==> src/rtl/rkmap_pkg.sv <==
package rkmap_pkg;
  localparam int NCH       = 2;
  localparam int NRK       = 4;
  localparam int BW        = 8;
  localparam int AW        = 32;
  localparam int RKW       = $clog2(NRK);
  localparam int SELW      = RKW + $clog2(NCH);
  localparam int UNIT_LSB  = 25;   // 32 MB unit in single-channel mode
  localparam int LINE_BIT  = 6;    // 64-byte interleave granularity
  localparam int UW        = AW - UNIT_LSB + 1;

  typedef logic [BW-1:0] bnd_t;
  typedef bnd_t [NRK-1:0] chan_bnd_t;

  // Effective boundary in units; top bit means a full 128 units.
  function automatic logic [UW-1:0] eff_bnd(input bnd_t b);
    logic [UW-1:0] r;
    if (b[BW-1]) r = UW'(128);
    else         r = UW'(b[BW-2:0]);
    return r;
  endfunction

  // Address expressed in boundary units; a unit spans twice as much when interleaved.
  function automatic logic [UW-1:0] addr_unit(input logic [AW-1:0] a, input logic il);
    logic [UW-1:0] u;
    if (il) u = UW'(a[AW-1:UNIT_LSB+1]);
    else    u = UW'(a[AW-1:UNIT_LSB]);
    return u;
  endfunction

  // Rule check for one register at a given rank position.
  function automatic logic bnd_bad(input bnd_t b, input int unsigned rank);
    return (b[1:0] != 2'b00) || (b[BW-1] && (rank != NRK - 1));
  endfunction
endpackage

==> src/rtl/rkmap_regbank.sv <==
module rkmap_regbank
  import rkmap_pkg::*;
(
  input  logic            clk,
  input  logic            rst_n,
  input  logic            we,
  input  logic [SELW-1:0] sel,
  input  bnd_t            wdata,
  output bnd_t            rdata,
  output chan_bnd_t       bnd_o [NCH]
);
  bnd_t regs_q [NCH][NRK];

  for (genvar c = 0; c < NCH; c++) begin : g_ch
    for (genvar r = 0; r < NRK; r++) begin : g_rk
      always_ff @(posedge clk) begin
        if (!rst_n)
          regs_q[c][r] <= '0;
        else if (we && sel == SELW'(c * NRK + r))
          regs_q[c][r] <= wdata;
      end
      assign bnd_o[c][r] = regs_q[c][r];
    end
  end

  assign rdata = regs_q[sel[SELW-1:RKW]][sel[RKW-1:0]];
endmodule

==> src/rtl/rkmap_lookup.sv <==
module rkmap_lookup
  import rkmap_pkg::*;
(
  input  chan_bnd_t          bnd,
  input  logic [UW-1:0]      unit,
  output logic               hit,
  output logic [RKW-1:0]     rank
);
  logic [NRK-1:0] above;

  for (genvar r = 0; r < NRK; r++) begin : g_cmp
    assign above[r] = eff_bnd(bnd[r]) > unit;
  end

  always_comb begin
    hit  = 1'b0;
    rank = '0;
    for (int r = NRK - 1; r >= 0; r--) begin
      if (above[r]) begin
        hit  = 1'b1;
        rank = RKW'(r);
      end
    end
  end
endmodule

==> src/rtl/rkmap_cfgcheck.sv <==
module rkmap_cfgcheck
  import rkmap_pkg::*;
(
  input  chan_bnd_t bnd [NCH],
  input  logic      il,
  output logic      err
);
  logic [NCH-1:0] ch_bad;
  logic [NRK-1:0] mismatch;

  for (genvar c = 0; c < NCH; c++) begin : g_ch
    logic [NRK-1:0] rk_bad;
    for (genvar r = 0; r < NRK; r++) begin : g_rk
      assign rk_bad[r] = bnd_bad(bnd[c][r], r);
    end
    assign ch_bad[c] = |rk_bad;
  end

  for (genvar r = 0; r < NRK; r++) begin : g_mm
    assign mismatch[r] = bnd[0][r] != bnd[NCH-1][r];
  end

  assign err = il ? ((|ch_bad) || (|mismatch)) : ch_bad[0];
endmodule

==> src/rtl/rkmap_top.sv <==
module rkmap_top
  import rkmap_pkg::*;
(
  input  logic                 clk,
  input  logic                 rst_n,
  input  logic                 cfg_we,
  input  logic [SELW-1:0]      cfg_sel,
  input  logic [BW-1:0]        cfg_wdata,
  output logic [BW-1:0]        cfg_rdata,
  input  logic                 interleave,
  input  logic [AW-1:0]        sys_addr,
  output logic                 dec_chan,
  output logic [RKW-1:0]       dec_rank,
  output logic                 dec_hit,
  output logic                 dec_oor,
  output logic                 cfg_err
);
  chan_bnd_t       bnd [NCH];
  logic            chan_w;
  logic [UW-1:0]   unit_w;
  logic            hit_w;
  logic [RKW-1:0]  rank_w;
  logic            err_w;
  logic            top_full_w;   // selected channel's top rank spans 4 GB

  rkmap_regbank u_regs (
    .clk(clk), .rst_n(rst_n), .we(cfg_we), .sel(cfg_sel),
    .wdata(cfg_wdata), .rdata(cfg_rdata), .bnd_o(bnd)
  );

  assign chan_w     = interleave & sys_addr[LINE_BIT];
  assign unit_w     = addr_unit(sys_addr, interleave);
  assign top_full_w = bnd[chan_w][NRK-1][BW-1];

  rkmap_lookup u_lookup (
    .bnd(bnd[chan_w]), .unit(unit_w), .hit(hit_w), .rank(rank_w)
  );

  rkmap_cfgcheck u_cfgchk (
    .bnd(bnd), .il(interleave), .err(err_w)
  );

  always_ff @(posedge clk) begin
    if (!rst_n) begin
      dec_chan <= 1'b0;
      dec_rank <= '0;
      dec_hit  <= 1'b0;
      dec_oor  <= 1'b0;
      cfg_err  <= 1'b0;
    end else begin
      dec_chan <= chan_w;
      dec_rank <= hit_w ? rank_w : '0;
      dec_hit  <= hit_w;
      dec_oor  <= !hit_w;
      cfg_err  <= err_w;
    end
  end
endmodule

==> config.mk <==
export PLATFORM = sky130hd
export DESIGN_NAME = rkmap_top
export DESIGN_NICKNAME = d
export VERILOG_FILES = /design/src/rtl/rkmap_pkg.sv /design/src/rtl/rkmap_regbank.sv /design/src/rtl/rkmap_lookup.sv /design/src/rtl/rkmap_cfgcheck.sv /design/src/rtl/rkmap_top.sv
export SDC_FILE = /design/constraint.sdc
export NUM_CORES = 1
export LEC_CHECK = 0
export BUFFER_PORTS_ARGS = -buffer_cell sky130_fd_sc_hd__buf_2
export CAP_MARGIN = 30
export CELL_PAD_IN_SITES_DETAIL_PLACEMENT = 1
export CELL_PAD_IN_SITES_GLOBAL_PLACEMENT = 1
export CORE_MARGIN = 4
export CORE_UTILIZATION = 49
export CTS_CLUSTER_SIZE = 14
export DETAILED_ROUTE_END_ITERATION = 10
export PLACE_DENSITY = 0.87
export SYNTH_ARGS = -nofsm -noshare
export SYNTH_HDL_FRONTEND = slang
export SYNTH_SLANG_ARGS = --single-unit
==> constraint.sdc <==
create_clock -name clk -period 8.7 [get_ports clk]
set_clock_uncertainty 0.05 [all_clocks]
set_input_delay 1.74 -clock clk [delete_from_list [all_inputs] [get_ports clk]]
set_output_delay 1.74 -clock clk [all_outputs]
set_load 0.03 [all_outputs]
Word level (Yosys, flattened, before mapping)
Memory sizes are Yosys's and may differ from the RTL's.
Index checks and enable logic that the tools add are counted.

word-level totals
  register bits = 6
  memory bits (writable) = 64
  input port bits = 47
  output and inout port bits = 14
  memories kept = 1

operators by class
  $lt $le $gt $ge = 6
  equal/unequal tests = 11
  mux-type cells = 52
  bitwise operators = 13
  reduce and logical (&&, ||, !) cells = 30

memories
  memory         words  bits a word  read ports  clocked after Yosys merged registers in  write ports  RTL line             text
  u_regs.regs_q  2      32           3           0                                        2            rkmap_regbank.sv:12  bnd_t regs_q [NCH][NRK];

operators with widths
  kind                count
  $mux 8              14
  $mux 32             3
  $gt 8x7->1          4
  $ne 8x8->1          4
  $mux 1              31
  $bmux 8 s2          1
  $reduce_bool 2->1   8
  $eq 3x3->1 const B  4
  $reduce_or 4->1     3
  $logic_and 1x1->1   8
  $or 1x1->1          8
  $reduce_or 8->1     1
  $logic_or 1x1->1    7
  $mux 7              1
  $eq 3x2->1 const B  2
  $mux 2              2
  $eq 3x1->1 const B  1
  $ge 3x3->1 const B  1
  $logic_not 3->1     1
  $not 2->3           1
  $reduce_or 3->1     1
  $ge 2x2->1 const B  1
  $not 1->1           2
  $not 1->2           1
  2 further kinds     2

Logic depth before layout (Yosys ltp)
Gate-level depths: netlist of the first run.

  depth after elaboration = 13
  mapped depth = 13

Modules after synthesis
A second synthesis of the first run with hierarchy kept.

unflattened totals
  cells, all modules = 446
  area, all modules = 5,175.0 um2

modules (own cells, without submodules)
  module          times used  cells an instance  area an instance (um2)  sequential area each (um2)
  rkmap_regbank   1           226                3,083.0                 1,921.8
  rkmap_lookup    1           118                942.2                   0.0
  rkmap_top       1           57                 803.3                   120.1
  rkmap_cfgcheck  1           45                 346.6                   0.0

Worst setup path after synthesis of the first run
Ideal clock, no wire load.

  path type = input-to-output
  start point = input cfg_sel[1]
  end point = output cfg_rdata[0]
  arrival = 2.997 ns
  path slack = 3.913 ns
  cell stages on the path = 4
  buffers on the path = 1
  cell sequence = clkbuf_1 > nor2_1 > a22oi_1 > o21ai_0

between the ends
  word-level cells in the longest chain between the ends = 4

ends and longest elaborated chain
  item                                       RTL line             text
  from (decl)                                rkmap_top.sv:7       input logic [SELW-1:0] cfg_sel,
  $not 2->3 (implied by the code)            rkmap_regbank.sv:26  assign rdata = regs_q[sel[SELW-1:RKW]][sel[RKW-1:0]];
  $bmux 8 s2                                 rkmap_regbank.sv:26
  $mux 8 (implied by the code) (2 in a row)  rkmap_regbank.sv:26
  to (decl)                                  rkmap_top.sv:9       output logic [BW-1:0] cfg_rdata,

Every way passes these cells. The select of a mux whose other input is x is not followed.

Final worst setup path of the first run
  start point = input cfg_sel[0]
  end point = output cfg_rdata[5]

The elaborated chain is that of the path after synthesis.

==> qor.yml, run 1 <==
status:
  status: "finished clean"
yosys:
  yosys_warnings: 0
  synth_top_area_share_pct: 41.14
  syn_avg_cell_area_um2: 9.795
  syn-cell-area_um2: 4672
  synth_cells: 477
  synth_ff_type: "edfxtp_1"
  yosys-top-cells-area: "edfxtp_1, and2_1, ha_1"
  synth_cell_types: 38
  synth-edff-count: 64
  ys_async_sr_fraction_pct: 0
  yosysSeqAreaShare_pct: 43.71
  yosysTopAreaCell: "edfxtp_1"
  synth_nets: 552
  synth_seq_cells: 70
placement:
  dp_cells: 628
  gp_congestion: 0.8918
  port_buffers: 36
  dpl_cell_area_um2: 4957
  hpwlAfterDp_um: 11840
detailed_routing:
  drtPass1Iterations: 7
  drc_errors: 0
  routed-wl-met3_um: 1328
  wl_um: 16100
  detail_route.iter0.violations: 424
  dr_wl_met2_um: 7615
  viasPerCell: 6.292
  antenna_left: 0
  wl_met1_um: 6261
  top_layer_used: "met4"
  wire_per_inst_um: 24.84
  vias: 4077
critical_path:
  path_max_fanout: 30
  cpPeakStageDelay_ns: 0.54
  cp-start-kind: "input port"
  crit_top_cell: "buf_2"
  slowest_stage: "buf_2"
  critical_path_class: "input port to output pin"
  required_ns: 6.91
  arrival_ns: 3.56
  endpoint_kind: "output pin"
  path_cells: "buf_2 -> mux2_2 -> a221oi_1 -> o22ai_1 -> buf_2"
floorplanning:
  fp.coreArea_um2: 9240
  initial_utilization_pct: 50.56
  rows: 35
  num_io_pins: 61
  die_area_um2: 11160
  chipWidth_um: 105.6
  die_h_um: 105.6
clock_tree:
  ctsResizeCount: 0
  post_cts_buffers: 0
  cts_sinks: 70
  ctsHoldBuffers: 0
  numCtsBuffers: 9
  h-tree-depth: 3
  clk_latency_ns: 0.36
  path_clk_slew_ns: 0.07
  tritoncts: "done"
  cts.path.max_buffers: 2
  cts-root-buf: "clkbuf_8"
global_route:
  grt_pass1_vias: 4329
  grt_max_degree: 34
  overflow: 0
  grt_first_pass_wirelength_um: 24730
  track_usage_pct: 29.70
  antenna_found_initial: 0
sta:
  hold_viol_final: 0
  fin_crit_sh_pct: 61.48
  setup-tns-final_ns: 0
  rsz0062_at_grt: "false"
  worst_slew_pin_slew_ns: 0.9268
  min_period_ns: 5.349
  slew_viol_final: 0
  setup_viol: 0
  fmax_ghz: 0.1870
  hold_slack_ns: 0.7176
  relSlewSlack_pct: 38.06
cells_and_area:
  nNetsFinal: 590
  layoutNonFillerInstCount: 648
  n_antenna_cell: 0
  fin_area_um2: 5194
  synthToLayoutAreaGrowth_pct: 11.17
  layout-drive-gt1-share_pct: 14.45
  layout_common_cells: "nand2_1, and2_1, edfxtp_1"
  final_common_cell: "nand2_1"
job:
  maxCapViolations: 0
power:
  vdd_drop_max_mv: 0.1266
  p_leak_nw: 2.015
  pwr_density_cell_nw_per_um2: 174.0
min_path:
  min_path_type: "flip-flop to flip-flop"
cell usage after synthesis, types with 3 or more instances:
| cell type | n |
|---|---|
| a21o_1 | 6 |
| and2_1 | 67 |
| nand2_1 | 78 |
| ha_1 | 28 |
| clkbuf_1 | 14 |
| inv_1 | 3 |
| nand3_1 | 13 |
| mux2i_1 | 13 |
| a22oi_1 | 5 |
| o21ai_0 | 14 |
| nor2b_1 | 5 |
| o221ai_1 | 4 |
| dfxtp_1 | 6 |
| xnor2_1 | 30 |
| buf_2 | 3 |
| a21oi_1 | 37 |
| nor2_1 | 20 |
| nor3_1 | 5 |
| edfxtp_1 | 64 |
| a31oi_1 | 3 |
| mux2_2 | 9 |
| a211oi_1 | 3 |
| nor4_1 | 6 |
| nand4_1 | 13 |
| a221oi_1 | 6 |
| o211ai_1 | 3 |
| o22ai_1 | 3 |
cell families after synthesis:
kind of cell    Yosys count  synth area share (%)
xor+xnor                 30                 5.624
simple gates            211                 22.52
buf+inv                  22                 2.008
compound gates           90                 12.08
fa+ha+maj                28                 7.499
mux                      26                 6.561
flops                    70                 43.71
stage by stage:
stage	util [%]	power [W]	worst slack, ns
6_report	56.21	0.0009039	3.351
5_1_grt	56.21	0.0009346	3.223
4_1_cts	55.94	0.0009018	3.396
3_5_place_dp	53.65	0.0006096	3.424
3_3_place_gp	53.49	0.0005943	3.458
2_1_floorplan	-	0.0005396	3.913
path summary, 6_finish.rpt:
path	startpoint	endpoint	slack, ns	cells after the start
setup / recovery	cfg_sel[0]	cfg_rdata[5]	3.35	5
hold / removal	u_regs.regs_q[0][22]	cfg_err	0.72	4
setup reg to reg	u_regs.regs_q[0][23]	dec_rank[1]	6.14	10
hold reg to reg	u_regs.regs_q[0][22]	cfg_err	0.72	4
flip-flops by register name, indices dropped and copies added (netlist names):
name,cells
dec_rank,2
cfg_err,1
u_regs.regs_q,64
dec_chan,1
dec_hit,1
dec_oor,1
per-layer routing:
metal / track usage, % / up-vias
li1: - / 1812
met1: 36.32 / 1971
met2: 49.27 / 230
met3: 5.450 / 64
met4: 16.74 / 0
met5: 0 / -
critical path, delay by kind of cell:
kind	cells	cell delay (ns)
buf+inv	2	0.76
mux	1	0.40
compound gates	2	0.64
where the power goes:
part           total, W  switching [W]  leakage, nW  internal [W]
Combinational  0.000184       0.000115         1.24     0.0000695
Sequential     0.000426      0.0000352        0.668      0.000390
Clock          0.000294       0.000134        0.109      0.000160
Total          0.000904       0.000284         2.02      0.000620
area by class of cell:
class | count | area (um2)
clock inverter | 6 | 87.58
multi-input combinational | 385 | 2536
tap | 129 | 161.4
fill | 1050 | 4046
timing repair buffer | 45 | 227.7
sequential | 70 | 2042
clock buffer | 9 | 123.9
inverter | 4 | 15.01
No activity file was read; power rests on OpenSTA's default activity.
==> run 2: changes to the inputs <==
--- a/config.mk
+++ b/config.mk
@@ -10,10 +10,10 @@
 export CELL_PAD_IN_SITES_DETAIL_PLACEMENT = 1
 export CELL_PAD_IN_SITES_GLOBAL_PLACEMENT = 1
 export CORE_MARGIN = 4
-export CORE_UTILIZATION = 49
+export CORE_UTILIZATION = 41
 export CTS_CLUSTER_SIZE = 14
 export DETAILED_ROUTE_END_ITERATION = 10
-export PLACE_DENSITY = 0.87
+export PLACE_DENSITY = 0.78
 export SYNTH_ARGS = -nofsm -noshare
 export SYNTH_HDL_FRONTEND = slang
 export SYNTH_SLANG_ARGS = --single-unit
==> constraint.sdc (replaced) <==
create_clock -name clk -period 4.43 [get_ports clk]
set_clock_uncertainty 0.05 [all_clocks]
set_input_delay 0.886 -clock clk [delete_from_list [all_inputs] [get_ports clk]]
set_output_delay 0.886 -clock clk [all_outputs]
set_load 0.03 [all_outputs]
==> qor.yml, run 2 (synthesis gave the netlist of run 1 again) <==
floorplanning:
  rows: 38  # +8.6%
  initial_utilization_pct: 42.54  # -8.0 points
  die_h_um: 114.7  # +8.6%
  die_area_um2: 13170  # +18%
  chipWidth_um: 114.7  # +8.6%
  num_io_pins: 61  # unchanged
  fp.coreArea_um2: 10980  # +19%
clock_tree:
  ctsHoldBuffers: 0  # unchanged
  h-tree-depth: 3  # unchanged
  numCtsBuffers: 9  # unchanged
  cts_sinks: 70  # unchanged
  ctsResizeCount: 0  # unchanged
  cts-root-buf: "clkbuf_16"
  cts.path.max_buffers: 2  # unchanged
  clk_latency_ns: 0.35  # about the same
  post_cts_buffers: 0  # unchanged
  path_clk_slew_ns: 0.06  # about the same
  tritoncts: "done"
global_route:
  grt_pass1_vias: 4217  # -2.6%
  antenna_found_initial: 0  # unchanged
  track_usage_pct: 24.49  # -5.2 points
  overflow: 0  # unchanged
  grt_max_degree: 34  # unchanged
  grt_first_pass_wirelength_um: 23910  # -3.3%
sta:
  fin_crit_sh_pct: 80.00
  relSlewSlack_pct: 53.47  # +15 points
  hold_slack_ns: 0.7147  # -0.002887 ns
  slew_viol_final: 0  # unchanged
  hold_viol_final: 0  # unchanged
  fmax_ghz: 0.2822
  worst_slew_pin_slew_ns: 0.6926  # -0.2343 ns
  rsz0062_at_grt: "false"
  setup_viol: 0  # unchanged
  min_period_ns: 3.544
  setup-tns-final_ns: 0  # unchanged
status:
  status: "finished clean"
cells_and_area:
  regMostFlops: "u_regs.regs_q"
  layout_common_cells: "nand2_1, and2_1, edfxtp_1"
  n_antenna_cell: 0  # unchanged
  nNetsFinal: 595  # +0.85%
  final_common_cell: "nand2_1"
  largest_reg_flops: 64  # unchanged
  fillCellCount: 1241  # +18%
  synthToLayoutAreaGrowth_pct: 14.30
  layout-drive-gt1-share_pct: 15.05  # +0.60 points
  top_regs: "u_regs.regs_q: 64 flops, dec_rank: 2 flops"
detailed_routing:
  detail_route.iter0.violations: 319  # -25%
  drtPass1Iterations: 4  # -3
  wire_per_inst_um: 23.31  # -6.2%
  wl_um: 15500  # -3.7%
  antenna_left: 0  # unchanged
  drc_errors: 0  # unchanged
  viasPerCell: 5.950  # -5.4%
  vias: 3957  # -2.9%
min_path:
  min_path_type: "flip-flop to flip-flop"
job:
  maxCapViolations: 0  # unchanged
placement:
  port_buffers: 36  # unchanged
  hpwlAfterDp_um: 11980  # +1.1%
  gp_congestion: 0.9721  # +9.0%
critical_path:
  required_ns: 3.49  # -3.42 ns
  crit_family: "compound AO/OA/AOI/OAI gates"
  path_buf_inv: 2  # unchanged
  arrival_ns: 2.61  # -0.95 ns
  slowest_stage: "a221oi_1"
  endpoint_kind: "output pin"
  critical_path_class: "input port to output pin"
  cpPeakStageDelay_ns: 0.59  # +0.05 ns
  cp-start-kind: "input port"
  path_cells: "buf_2 -> nor2b_1 -> a221oi_1 -> o22ai_1 -> buf_2"
  crit_top_cell: "buf_2"
  path_max_fanout: 33  # +10%
power:
  vdd_drop_max_mv: 0.2526  # +99%
  pwr_density_cell_nw_per_um2: 361.4  # +110%
  p_leak_nw: 2.075  # +2.9%
[run 2: worst reg2reg max path: cells and delay by family, from the launching register on]
kind                     cells  cell delay [ns]
AO/OA/AOI/OAI                4             0.60
adder cells (fa/ha/maj)      1             0.27
flip-flops                   1             0.52
AND/OR/NAND/NOR              5             1.08
[run 2: path summary, 6_finish.rpt]
path / startpoint / slack, ns / endpoint / cells past startpoint
worst min register to register: u_regs.regs_q[1][25] / 0.71 / cfg_err / 4
worst max-delay path: cfg_sel[2] / 0.89 / cfg_rdata[3] / 5
worst max register to register: u_regs.regs_q[0][23] / 1.86 / dec_rank[1] / 10
worst min-delay path: u_regs.regs_q[1][25] / 0.71 / cfg_err / 4
[run 2: where the power goes]
group	switching [W]	total, W	internal [W]
Sequential	0.0000669	0.000835	0.000768
Clock	0.000298	0.000735	0.000437
Combinational	0.000220	0.000360	0.000140
Total	0.000585	0.00193	0.00134
[run 2: metrics by stage]
step / setup slack, ns / area, um2 / instances / utilization, % / total power, W
2_1_floorplan: 1.193 / 4672 / 477 / - / 0.001060
3_3_place_gp: 0.8238 / 5016 / 644 / 45.67 / 0.001179
3_5_place_dp: 0.6912 / 5031 / 647 / 45.81 / 0.001203
4_1_cts: 0.9377 / 5328 / 663 / 48.51 / 0.001931
5_1_grt: 0.7561 / 5340 / 665 / 48.62 / 0.002010
6_report: 0.8861 / 5340 / 665 / 48.62 / 0.001930
[run 2: final cells by class]
class,instances,area (um2),area share (%)
clock inverter,7,71.32,1.336
clock buffer,9,225.2,4.217
sequential,70,2042,38.24
timing repair buffer,50,275.3,5.155
multi-input combinational,385,2536,47.49
tap,140,175.2,3.280
inverter,4,15.01,0.2812
[run 2: per-layer routing]
layer  part of all wire, %  global-route usage [%]  up-vias
li1                      -                       -     1818
met1                    43                   31.72     1960
met2                    48                   40.59      147
met3                   5.7                   4.000       32
met4                   3.6                   10.72        0
met5                     0                       0        -
